===== src/rtl/rrs_pkg.sv =====
package rrs_pkg;
  localparam int ADDR_W    = 44;
  localparam int LEN_W     = 32;
  localparam int EXT_W     = 12;
  localparam int EXT_SHIFT = 20;

  // line size: low 18 bits of the packed geometry word
  function automatic logic [LEN_W-1:0] line_of(input logic [31:0] w);
    return LEN_W'(w[17:0]);
  endfunction

  // stride: upper 14 bits in 16-byte units
  function automatic logic [LEN_W-1:0] stride_of(input logic [31:0] w);
    return LEN_W'({w[31:18], 4'b0000});
  endfunction

  function automatic logic [ADDR_W-1:0] base_of(input logic [31:0] lo,
                                                input logic [EXT_W-1:0] ext);
    return ADDR_W'(lo) + (ADDR_W'(ext) << EXT_SHIFT);
  endfunction

  // bytes left before the next page boundary
  function automatic logic [LEN_W-1:0] page_room(input logic [ADDR_W-1:0] a,
                                                 input int unsigned plog2);
    logic [LEN_W-1:0] page;
    logic [LEN_W-1:0] offs;
    page = LEN_W'(1) << plog2;
    offs = LEN_W'(a) & (page - LEN_W'(1));
    return page - offs;
  endfunction
endpackage


===== src/rtl/rrs_frag_table.sv =====
module rrs_frag_table
  import rrs_pkg::*;
#(
  parameter int NFRAG = 5,
  parameter int IDX_W = 3
) (
  input  logic                   clk,
  input  logic                   rst_n,
  input  logic                   capture,
  input  logic [NFRAG*32-1:0]    lo_flat,
  input  logic [NFRAG*EXT_W-1:0] ext_flat,
  input  logic [IDX_W-1:0]       sel,
  output logic [ADDR_W-1:0]      base
);
  logic [ADDR_W-1:0] cand  [NFRAG];
  logic [ADDR_W-1:0] bases [NFRAG];

  for (genvar g = 0; g < NFRAG; g++) begin : g_slot
    assign cand[g] = base_of(lo_flat[g*32 +: 32], ext_flat[g*EXT_W +: EXT_W]);
  end

  always_ff @(posedge clk) begin
    if (!rst_n) begin
      for (int i = 0; i < NFRAG; i++) bases[i] <= '0;
    end else if (capture) begin
      bases <= cand;
    end
  end

  always_comb begin
    base = '0;
    for (int i = 0; i < NFRAG; i++)
      if (sel == IDX_W'(i)) base = bases[i];
  end
endmodule


===== src/rtl/rrs_len_calc.sv =====
module rrs_len_calc
  import rrs_pkg::*;
#(
  parameter int PAGE_LOG2 = 12
) (
  input  logic              frag_mode,
  input  logic [ADDR_W-1:0] addr,
  input  logic [LEN_W-1:0]  rem,
  input  logic [LEN_W-1:0]  line,
  output logic [LEN_W-1:0]  len,
  output logic              shape_ok,
  output logic              ends
);
  logic [LEN_W-1:0] room;

  always_comb begin
    room = page_room(addr, PAGE_LOG2);
    if (frag_mode) begin
      len      = (room < rem) ? room : rem;
      shape_ok = 1'b1;
    end else begin
      len      = line;
      shape_ok = (line != '0) && (rem >= line);
    end
    ends = (len == rem);
  end
endmodule


===== src/rtl/rrs_walker.sv =====
module rrs_walker
  import rrs_pkg::*;
#(
  parameter int NFRAG = 5,
  parameter int IDX_W = 3
) (
  input  logic              clk,
  input  logic              rst_n,
  input  logic              load,
  input  logic              frag_in,
  input  logic [LEN_W-1:0]  total_in,
  input  logic [LEN_W-1:0]  line_in,
  input  logic [LEN_W-1:0]  stride_in,
  input  logic              ready,
  input  logic              rd_err,
  input  logic [LEN_W-1:0]  len,
  input  logic              shape_ok,
  input  logic              ends,
  output logic              valid,
  output logic              capture,
  output logic              frag_q,
  output logic [LEN_W-1:0]  rem_q,
  output logic [LEN_W-1:0]  line_q,
  output logic [ADDR_W-1:0] off_q,
  output logic [IDX_W-1:0]  idx_q,
  output logic              busy,
  output logic              done,
  output logic              shape_err,
  output logic              data_err
);
  logic [LEN_W-1:0] stride_q;
  logic             accept;
  logic             last_frag;
  logic             final_step;

  assign capture    = load && !busy;
  assign valid      = busy && (rem_q != '0) && shape_ok;
  assign accept     = valid && ready && !rd_err;
  assign last_frag  = (idx_q == IDX_W'(NFRAG-1));
  assign final_step = accept && (ends || (frag_q && last_frag));

  always_ff @(posedge clk) begin
    if (!rst_n) begin
      busy <= 1'b0; frag_q <= 1'b0; rem_q <= '0; line_q <= '0;
      stride_q <= '0; off_q <= '0; idx_q <= '0;
      done <= 1'b0; shape_err <= 1'b0; data_err <= 1'b0;
    end else begin
      done <= 1'b0; shape_err <= 1'b0; data_err <= 1'b0;
      if (!busy) begin
        if (load) begin
          busy <= 1'b1; frag_q <= frag_in; rem_q <= total_in;
          line_q <= line_in; stride_q <= stride_in;
          off_q <= '0; idx_q <= '0;
        end
      end else if (rd_err) begin
        busy <= 1'b0; data_err <= 1'b1;
      end else if (rem_q == '0) begin
        busy <= 1'b0; done <= 1'b1;
      end else if (!shape_ok) begin
        busy <= 1'b0; shape_err <= 1'b1;
      end else if (accept) begin
        rem_q <= rem_q - len;
        off_q <= off_q + ADDR_W'(stride_q);
        if (frag_q) idx_q <= idx_q + IDX_W'(1);
        if (final_step) begin
          busy <= 1'b0; done <= 1'b1;
        end
      end
    end
  end

  // an offered request never exceeds what remains
  assert_len_fits_R9: assert property (@(posedge clk) disable iff (!rst_n)
    valid |-> (len <= rem_q));
endmodule


===== src/rtl/rd_req_sequencer.sv =====
module rd_req_sequencer
  import rrs_pkg::*;
#(
  parameter int NFRAG     = 5,
  parameter int PAGE_LOG2 = 12
) (
  input  logic                   clk,
  input  logic                   rst_n,
  input  logic                   load_i,
  input  logic                   frag_sel_i,
  input  logic [31:0]            total_i,
  input  logic [31:0]            shape_i,
  input  logic [NFRAG*32-1:0]    src_lo_i,
  input  logic [NFRAG*EXT_W-1:0] src_ext_i,
  output logic                   req_valid_o,
  input  logic                   req_ready_i,
  output logic [ADDR_W-1:0]      req_addr_o,
  output logic [LEN_W-1:0]       req_len_o,
  input  logic                   rd_err_i,
  output logic                   busy_o,
  output logic                   done_o,
  output logic                   shape_err_o,
  output logic                   data_err_o
);
  localparam int IDX_W = $clog2(NFRAG + 1);

  logic              capture_w;
  logic              frag_q;
  logic [LEN_W-1:0]  rem_q;
  logic [LEN_W-1:0]  line_q;
  logic [ADDR_W-1:0] off_q;
  logic [IDX_W-1:0]  idx_q;
  logic [IDX_W-1:0]  sel_w;
  logic [ADDR_W-1:0] base_w;
  logic [LEN_W-1:0]  len_w;
  logic              shape_ok_w;
  logic              ends_w;

  assign sel_w      = frag_q ? idx_q : '0;
  assign req_addr_o = base_w + (frag_q ? '0 : off_q);
  assign req_len_o  = len_w;

  rrs_frag_table #(.NFRAG(NFRAG), .IDX_W(IDX_W)) u_table (
    .clk(clk), .rst_n(rst_n), .capture(capture_w),
    .lo_flat(src_lo_i), .ext_flat(src_ext_i), .sel(sel_w), .base(base_w)
  );

  rrs_len_calc #(.PAGE_LOG2(PAGE_LOG2)) u_len (
    .frag_mode(frag_q), .addr(req_addr_o), .rem(rem_q), .line(line_q),
    .len(len_w), .shape_ok(shape_ok_w), .ends(ends_w)
  );

  rrs_walker #(.NFRAG(NFRAG), .IDX_W(IDX_W)) u_walk (
    .clk(clk), .rst_n(rst_n), .load(load_i), .frag_in(frag_sel_i),
    .total_in(total_i), .line_in(line_of(shape_i)), .stride_in(stride_of(shape_i)),
    .ready(req_ready_i), .rd_err(rd_err_i), .len(len_w),
    .shape_ok(shape_ok_w), .ends(ends_w), .valid(req_valid_o),
    .capture(capture_w), .frag_q(frag_q), .rem_q(rem_q), .line_q(line_q),
    .off_q(off_q), .idx_q(idx_q), .busy(busy_o), .done(done_o),
    .shape_err(shape_err_o), .data_err(data_err_o)
  );

  // a stalled request holds its address and length
  assert_hold_R6: assert property (@(posedge clk) disable iff (!rst_n)
    (req_valid_o && !req_ready_i && !rd_err_i) |=>
      (req_valid_o && $stable(req_addr_o) && $stable(req_len_o)));

  // a fragment request never crosses a page boundary
  assert_page_R4: assert property (@(posedge clk) disable iff (!rst_n)
    (req_valid_o && frag_q) |->
      ((64'(req_addr_o[PAGE_LOG2-1:0]) + 64'(req_len_o)) <= (64'(1) << PAGE_LOG2)));

  // completion is reported only once the block is idle
  assert_done_idle_R7: assert property (@(posedge clk) disable iff (!rst_n)
    done_o |-> !busy_o);

  // end events are exclusive and an error leaves nothing offered
  assert_end_onehot_R8: assert property (@(posedge clk) disable iff (!rst_n)
    $onehot0({done_o, shape_err_o, data_err_o}));
  assert_err_quiet_R8: assert property (@(posedge clk) disable iff (!rst_n)
    data_err_o |-> !req_valid_o);
endmodule


===== config.mk =====
export PLATFORM = sky130hd
export DESIGN_NAME = rd_req_sequencer
export DESIGN_NICKNAME = d
export VERILOG_FILES = /design/src/rtl/rrs_pkg.sv /design/src/rtl/rrs_frag_table.sv /design/src/rtl/rrs_len_calc.sv /design/src/rtl/rrs_walker.sv /design/src/rtl/rd_req_sequencer.sv
export SDC_FILE = /design/constraint.sdc
export NUM_CORES = 1
export LEC_CHECK = 0
export BUFFER_PORTS_ARGS = -buffer_cell sky130_fd_sc_hd__buf_2
export CAP_MARGIN = 5
export CORE_ASPECT_RATIO = 1.2
export CORE_UTILIZATION = 57
export CTS_CLUSTER_SIZE = 20
export DETAILED_ROUTE_END_ITERATION = 7
export PLACE_DENSITY = 0.82
export SLEW_MARGIN = 25
export SYNTH_ARGS = -nofsm -noshare
export SYNTH_HDL_FRONTEND = slang
export SYNTH_SLANG_ARGS = --single-unit

===== constraint.sdc =====
create_clock -name clk -period 10.6 [get_ports clk]
set_input_delay 0.53 -clock clk [delete_from_list [all_inputs] [get_ports clk]]
set_output_delay 0.53 -clock clk [all_outputs]
set_load 0.01 [all_outputs]

==> flow_summary.toml <==
[outcome]
status = "finished clean"

[setup_path]
cpMaxStageDelayCell = "a2111oi_4"
startpoint = "u_walk.frag_q$_SDFFE_PN0P_"
path_max_fanout = 31
cp-start-kind = "flip-flop"
crit_buf_inv = 5
worstPathRequired_ns = 11.07
slowest_delay_ns = 0.41
r2r_slack_ns = 1.10
r2r_end = "u_walk.rem_q[30]$_SDFFE_PN0P_"
end_kind = "flip-flop"
arrival_ns = 9.97
crit_family = "compound AO/OA/AOI/OAI gates"
crit_type = "flip-flop to flip-flop"
rr_worst_depth = 38
r2r-start = "u_walk.frag_q$_SDFFE_PN0P_"

[drt]
wl_per_cell_um = 19.4
wl_um = 64600
postRouteAntennaNets = 0
via_per_inst = 5.85
drc = 0
drt_first_pass_iters = 7
drt_iter0_markers = 1553
vias = 19500

[grt]
antenna_found_initial = 8
grt_pass1_vias = 18900
grt-ovfl-total = 0
track_usage_pct = 36.4
grt_pass1_wl_um = 101000
grt_max_degree = 101

[yosys]
synth-edff-count = 0
synth_area_leader_cell = "dfxtp_1"
synth_ff_type = "dfxtp_1"
synth_top_family_by_area = "compound AO/OA/AOI/OAI gates"
ys_ff_latch = 277
synth_mux_area_share_pct = 0.405
synth_warnings = 0
synth-adder-area-share_pct = 11.4
yosysUniqueCellTypes = 95
yosys-top-cells-area = "dfxtp_1, ha_1, nand2_1"
yosys.area.top_type_share_pct = 28.1
yosys.area_share.simple_pct = 21.3
syn_avg_cell_area_um2 = 7.69
ys_seq_area_share_pct = 28.1
async_flop_share_pct = 0
synth_compound_area_share_pct = 27.0
synth_area_mm2 = 0.0198
synth_xor_area_share_pct = 6.25
netlist_instances = 2569

[worst_hold_path]
hp-class = "primary input to flip-flop"
holdPathStages = 3
hp-start = "shape_i[26]"
min_to = "u_walk.stride_q[12]$_SDFFE_PN0P_"

[power]
power.total_mw = 3.18
power.leakage_nw = 10.5
vdd_drop_max_uv = 132
p_per_area_mw_per_mm2 = 139

[die]
die_h_um = 206
io-pin-count = 371
fp-row-count = 74
die_area_mm2 = 0.0354
start_util_pct = 58.0
core_area_mm2 = 0.0341
die_w_um = 172

[place]
place_congestion = 0.978
portBuffers = 356
dp_worst_setup_slack_ns = 1.29
hpwl_um = 48800
place_inst = 3279

[timing]
finalWorstSetupSlack_ns = 1.10
clock_skew_ns = 0.0238
finalHoldViolations = 0
fin_setup_tns_ns = 0
period_needed_ns = 9.50
max_clock_freq_mhz = 105
fin_crit_sh_pct = 89.6
finalSetupViolations = 0
finalMaxSlewViolations = 0
slew_headroom_pct = 34.0
rsz0062_at_grt = "false"
worst_pin_slew_ns = 0.988

[cells_and_area]
fin_util_pct = 67.2
nFillCells = 2926
num-nets-final = 3316
drive_gt1_share_pct = 16.8
final_cells = 3339
area_growth_pct = 16.0
regArea_mm2 = 0.00555
multiInputGateArea_mm2 = 0.0133

[clock_network]
post_cts_buffers = 0
clk_path_buf_depth = 3
clkTransAtPathRegs_ns = 0.07
cts_tree = "yes"
cts.sinks = 277
cts_max_level = 1
cts-root-buf = "clkbuf_16"
worst_skew_pair.late_latency_ns = 0.58
cts_hold_buf = 0
cts.repair.resized = 0
cts_buffers = 30

[flow_run]
cap_violations = 0
==> synthesized netlist by cell type, types with 26 or more instances <==
library cell	number
xor2_1	43
nor2b_1	54
a22oi_1	63
o21bai_1	37
and2_1	52
xnor2_1	93
nand2_1	445
nand2b_1	26
ha_1	163
a21boi_0	167
a31oi_1	39
o21ai_0	119
dfxtp_1	277
clkbuf_1	124
nand3_1	55
nor2_1	166
a21o_1	56
nor3_1	27
a21oi_1	145
inv_1	125
==> flip-flops by register name, summed over array words and instances, names as in the netlist <==
register          cells
u_table.bases       165
u_walk.busy           1
u_walk.data_err       1
u_walk.done           1
u_walk.frag_q         1
u_walk.idx_q          3
u_walk.line_q        18
u_walk.off_q         40
u_walk.rem_q         32
u_walk.shape_err      1
u_walk.stride_q      14
==> per-stage QoR <==
stage                     hold WS (ns)  cell area (um^2)
after floorplan                  0.440             19900
after global placement           0.451             21800
after detailed placement         0.460             21800
after CTS                        0.185             22900
after global routing             0.202             22900
final                            0.195             22900
==> worst max-delay path by stage <==
| stage | depth (start not counted) | to | slack (ns) |
|---|---|---|---|
| floorplan | 41 | u_walk.rem_q[30]$_SDFFE_PN0P_ | 1.83 |
| global route | 38 | u_walk.rem_q[28]$_SDFFE_PN0P_ | 0.51 |
| global placement | 38 | u_walk.rem_q[30]$_SDFFE_PN0P_ | 1.46 |
| detailed placement | 38 | u_walk.rem_q[30]$_SDFFE_PN0P_ | 1.29 |
| finish | 38 | u_walk.rem_q[30]$_SDFFE_PN0P_ | 1.10 |
| CTS | 38 | u_walk.rem_q[30]$_SDFFE_PN0P_ | 1.23 |
==> worst register-to-register path: cells and delay by family, from the launching register on <==
family	cells	cell delay [ns]
DFF	1	0.38
xor gates and xnor gates	1	0.27
and+or+nand+nor	8	1.61
buffers and inverters	5	1.14
adders and majority gates	5	1.59
AOI/OAI and AO/OA	19	4.41
==> area by class of cell <==
type / count / share of cell area (%)
repair buffers: 373 / 8.38
inverters: 128 / 2.10
clock buffers: 37 / 3.65
multi-input cells: 2045 / 58.0
flip-flops and latches: 277 / 24.2
clock inverters: 16 / 1.11
well taps: 456 / 2.49
diodes: 7 / 0.0765
==> layer usage <==
layer,up-vias,GRT usage (%),wire length (um)
met5,-,0,30
met4,4,20.4,3720
met3,195,5.50,4040
met2,805,63.2,31300
met1,9066,42.6,25500
li1,9477,-,-
==> power by group <==
part,switching [mW],internal (mW),leakage [nW]
combinational,0.498,0.346,7.70
clock,0.459,0.705,0.534
sequential,0.0612,1.11,2.27
==> logic make-up after synthesis <==
| logic type | after synthesis |
|---|---|
| AOI/OAI and AO/OA | 770 |
| xor gates and xnor gates | 138 |
| adders and majority gates | 175 |
| buffers and inverters | 277 |
| DFF | 277 |
| muxes | 8 |
| other | 2 |
| and+or+nand+nor | 922 |
==> cell usage in the layout (no fill, tap or decap), drive strengths merged, types with 95 or more instances in the layout <==
master / count
ha: 163
nand2: 446
o21ai: 130
a21oi: 147
dfxtp: 277
nor2: 167
buf: 373
xnor2: 95
inv: 128
a21boi: 168
(Power assumes the default switching activity.)
